File: src/rtl/burst_addr_gen.sv
module burst_addr_gen #(
  parameter int AW = 20
) (
  input  logic          clk,
  input  logic          rst_n,
  input  logic          start_a,
  input  logic          start_b,
  input  logic          adv,
  input  logic          ilv_order,
  input  logic [AW-1:0] addr_in,
  output logic [AW-1:0] addr_out
);

  localparam int BW = 2;

  logic [AW-1:0] start_q;
  logic [BW-1:0] beat_q;
  logic          load;
  logic [BW-1:0] low_lin;
  logic [BW-1:0] low_ilv;

  assign load = start_a | start_b;

  always_ff @(posedge clk) begin
    if (!rst_n) begin
      start_q <= '0;
      beat_q  <= '0;
    end else if (load) begin
      start_q <= addr_in;
      beat_q  <= '0;
    end else if (adv) begin
      beat_q  <= beat_q + 1'b1;
    end
  end

  assign low_lin  = start_q[BW-1:0] + beat_q;
  assign low_ilv  = start_q[BW-1:0] ^ beat_q;
  assign addr_out = {start_q[AW-1:BW], ilv_order ? low_ilv : low_lin};

endmodule


File: config.mk
export PLATFORM = sky130hd
export DESIGN_NAME = burst_addr_gen
export DESIGN_NICKNAME = d
export VERILOG_FILES = /design/src/rtl/burst_addr_gen.sv
export SDC_FILE = /design/constraint.sdc
export NUM_CORES = 1
export LEC_CHECK = 0
export BUFFER_PORTS_ARGS = -buffer_cell sky130_fd_sc_hd__buf_4
export CELL_PAD_IN_SITES_DETAIL_PLACEMENT = 1
export CELL_PAD_IN_SITES_GLOBAL_PLACEMENT = 2
export CORE_AREA = 3 3 67 69
export DETAILED_ROUTE_END_ITERATION = 8
export DIE_AREA = 0 0 70 72
export GPL_TIMING_DRIVEN = 0
export MAX_ROUTING_LAYER = met4
export PLACE_DENSITY_LB_ADDON = 0.25
export SYNTH_ARGS = -nofsm -noshare
export SYNTH_HDL_FRONTEND = slang
export SYNTH_SLANG_ARGS = --single-unit
File: constraint.sdc
create_clock -name clk -period 2.4 [get_ports clk]
set_clock_uncertainty 0.2 [all_clocks]
set_input_delay 0 -clock clk [delete_from_list [all_inputs] [get_ports clk]]
set_output_delay 0 -clock clk [all_outputs]
set_load 0.1 [all_outputs]
-- Yosys cells after proc, flatten, opt, wreduce, memory -nomap -nowiden
Cells that the tools add are included.
- bits in registers: 22
- word-level logic and storage cells: 9
- bits of input ports: 26
- mux-type cells: 1
- bitwise gates (word level): 3
- $add $sub $neg: 2
- reduce and logical (&&, ||, !) cells: 1
- operator list (operator ; number):
    2-bit by 1-bit adder with 2-bit output, second input constant ; 1
    2-bit adder ; 1
    2-bit two-way mux ; 1
    2-bit OR reduction ; 1
    2-bit XOR ; 1
    1-bit inverter ; 1
    1-bit bitwise OR ; 1

-- Longest topological paths before layout
- depth after elaboration: 2
- gate-level depth with buffers: 3
- gate-level depth less buffers: 3

-- Least setup slack after synthesis
No wires, ideal clock.
- path kind: flip-flop to output port
- start: register beat_q[0]
- end: output addr_out[1]
- data arrival time: 2.168 ns
- slack: 0.032 ns
- stages on the path, launching flop included: 4
- required time: 2.200 ns
- path buffers: 0
- path through: dfxtp_1 -> ha_1 -> nor2b_1 -> xnor2_1
- word-level cells in the longest chain between the ends: 2
- ends and longest elaborated chain (element ; RTL line ; source):
    start: declaration ; 17 ; logic [BW-1:0] beat_q;
    start signal: assignment ; 32 ; beat_q <= beat_q + 1'b1;
    2-bit adder ; 36 ; assign low_lin = start_q[BW-1:0] + beat_q;
    2-bit two-way mux ; 38 ; assign addr_out = {start_q[AW-1:BW], ilv_order ? low_ilv : low_lin};
    end: declaration ; 11 ; output logic [AW-1:0] addr_out
No other way between the ends.

==> qor.csv <==
metric,value,unit
WP buf/inv,1,
Root Buffer,clkbuf_8,
"commonest cells after routing, fill and taps aside","63 x buf_4, 23 x dlygate4sd3_1, 22 x dfxtp_1, 20 x o21ai_0, 19 x or3b_1",
htree depth,1,
Vias,1106,
slowest cell on the critical path,dlygate4sd3_1,
period utilization,72.35,%
Post-CTS Repair Setup Buffers,0,
Horiz. Die Dim,70,um
clk sinks,22,
antenna violations before repair,0,
antenna-violating nets left,0,
"FF+latch count, synth",22,
endpoint class of the critical path,flop,
drt first pass iters,4,
largest net degree at the start of global routing,13,
Final #Nets,220,
"Reg clk slew, reported paths",80,ps
worst skew pair latency,260,ps
"Hold Vio Cnt, Final",0,
Core Footprint,3971,um^2
Die Y,72,um
area of the multi-input gates,525.5,um^2
CP required,2410,ps
hold crit path type,primary input to flop,
Starting Density,28.80,%
Tot Pwr,0.001014,W
highest ir drop seen on vdd,329.1,uV
post-synthesis average cell area,9.530,um^2
dominant cells by area after synthesis,"dfxtp_1 39%, or3b_1 15%, buf_4 12%, a21boi_1 9.2%, o21ai_0 8.8%",
CTS resizes,0,
FF/Latch Area,440.4,um^2
Initial DRC Count,48,
first-pass GRT wire length,5761,um
total of max-cap violations,0,
drt via density,4.570,
I/O Buffers,45,
CP arrival,1740,ps
final setup vio count,0,
max incr delay on CP,560,ps
Die Area,5040,um^2
unrepaired setup endpoints after global routing,false,
share of layout cells above drive strength 1,40.10,%
Max clock buf depth,2,
Ant. Diodes,0,
Yosys top cell by area,dfxtp_1,
vias in the first global route,1213,
Top delay family on crit path,buffers and inverters,
WL per Instance,14.05,um
Netlist Area Pre-Place,1144,um^2
Worst setup SP type,flop,
crit-path cells,"or3b_2, a21boi_0, dlygate4sd3_1",
drt total wl,3401,um
"Slew Viols, Final",0,
Syn Nets,147,
relative slew slack,71.80,%
IO Pins,46,
kind of critical path,flop to flop,
status,completed,
Achievable Freq,575.9,MHz
Power Density,554.3,nW/um^2
Syn Inst Count,120,
Num CTS Buffers,3,
worst slew pin tran,423.1,ps
RD Place Congestion,0.7067,
post-synthesis sequential area ratio,38.51,%
gr usage total,14.53,%
synth unique cells,19,
Layout area overhead,59.96,%
Yosys top cell area share,38.51,%
crit path max fanout,2,
CTS tree,yes,
Final min period,1736,ps
grt ovf,0,
fill count,469,
yosys warns,0,
Pleak,0.8161,nW
row cnt,23,
setup tns final,0,ps
# hold bufs at CTS,23,
"commonest non-fill, non-tap cell in the layout",buf_4,
hpwl dp,2280,um
DR DRC count,0,
registers in the layout, indices dropped and copies added (netlist names):
name     flops
start_q     20
beat_q       2
worst register-to-register path: stages (launching register included):
cell           delay, ps
dfxtp_1              340
or3b_2               430
a21boi_0             160
dlygate4sd3_1        560
synthesized netlist by cell type:
library cell,n
a21boi_0,2
a21boi_1,14
a21boi_2,5
and3_1,1
and3b_1,1
buf_2,2
buf_4,18
clkbuf_1,6
clkbuf_2,2
dfxtp_1,22
ha_1,1
nor2_1,1
nor2b_1,1
o211a_1,1
o21ai_0,20
or3b_1,19
or3b_2,1
xnor2_1,2
xor2_1,1
kinds of logic after synthesis:
group                      share of synthesized area (%)
AOI/OAI and AO/OA                                  25.05
buffers and inverters                              15.54
and+or+nand+nor                                    17.51
DFF                                                38.51
xor gates and xnor gates                           2.298
adders and majority gates                          1.094
where the power goes:
part / leakage, nW / internal, W / switching (W) / total [W]
Clock: 0.0288 / 0.000146 / 0.000121 / 0.000268
Combinational: 0.605 / 0.000129 / 0.000221 / 0.000350
Sequential: 0.182 / 0.000386 / 0.0000105 / 0.000397
Total: 0.816 / 0.000661 / 0.000353 / 0.00101
worst paths after layout:
check | startpoint | to | slack, ps | depth (start not counted)
max | start_q[0]$_SDFFE_PN0P_ | start_q[0]$_SDFFE_PN0P_ | 660 | 3
min reg2reg | start_q[12]$_SDFFE_PN0P_ | start_q[12]$_SDFFE_PN0P_ | 360 | 2
min | start_a | start_q[14]$_SDFFE_PN0P_ | 60 | 4
max reg2reg | start_q[0]$_SDFFE_PN0P_ | start_q[0]$_SDFFE_PN0P_ | 660 | 3
layer usage:
layer	track usage, %	up-vias	part of all wire (%)
met4	4.468	0	1.2
met2	25.60	32	51
li1	-	548	-
met1	17.20	522	44
met5	-	-	0
met3	2.078	4	4.1
layout make-up:
| type | instances | area share [%] |
|---|---|---|
| clock buffer | 4 | 3.010 |
| timing repair buffer | 68 | 31.05 |
| sequential | 22 | 24.08 |
| tap | 50 | 3.420 |
| buffer | 28 | 9.713 |
| multi-input combinational | 70 | 28.73 |
metrics by stage:
| step | worst slack, ps | std cells | hold WS [ps] | instance area [um^2] | utilization (%) |
|---|---|---|---|---|---|
| after floorplan | 31.88 | 120 | -46.83 | 1144 | - |
| after global placement | 1096 | 215 | 78.16 | 1544 | 38.88 |
| after detailed placement | 1038 | 215 | 85.45 | 1544 | 38.88 |
| after CTS | 673.6 | 242 | 56.90 | 1829 | 46.06 |
| after global routing | 592.5 | 242 | 81.39 | 1829 | 46.06 |
| final | 663.7 | 242 | 60.01 | 1829 | 46.06 |
(Power assumes the default switching activity.)
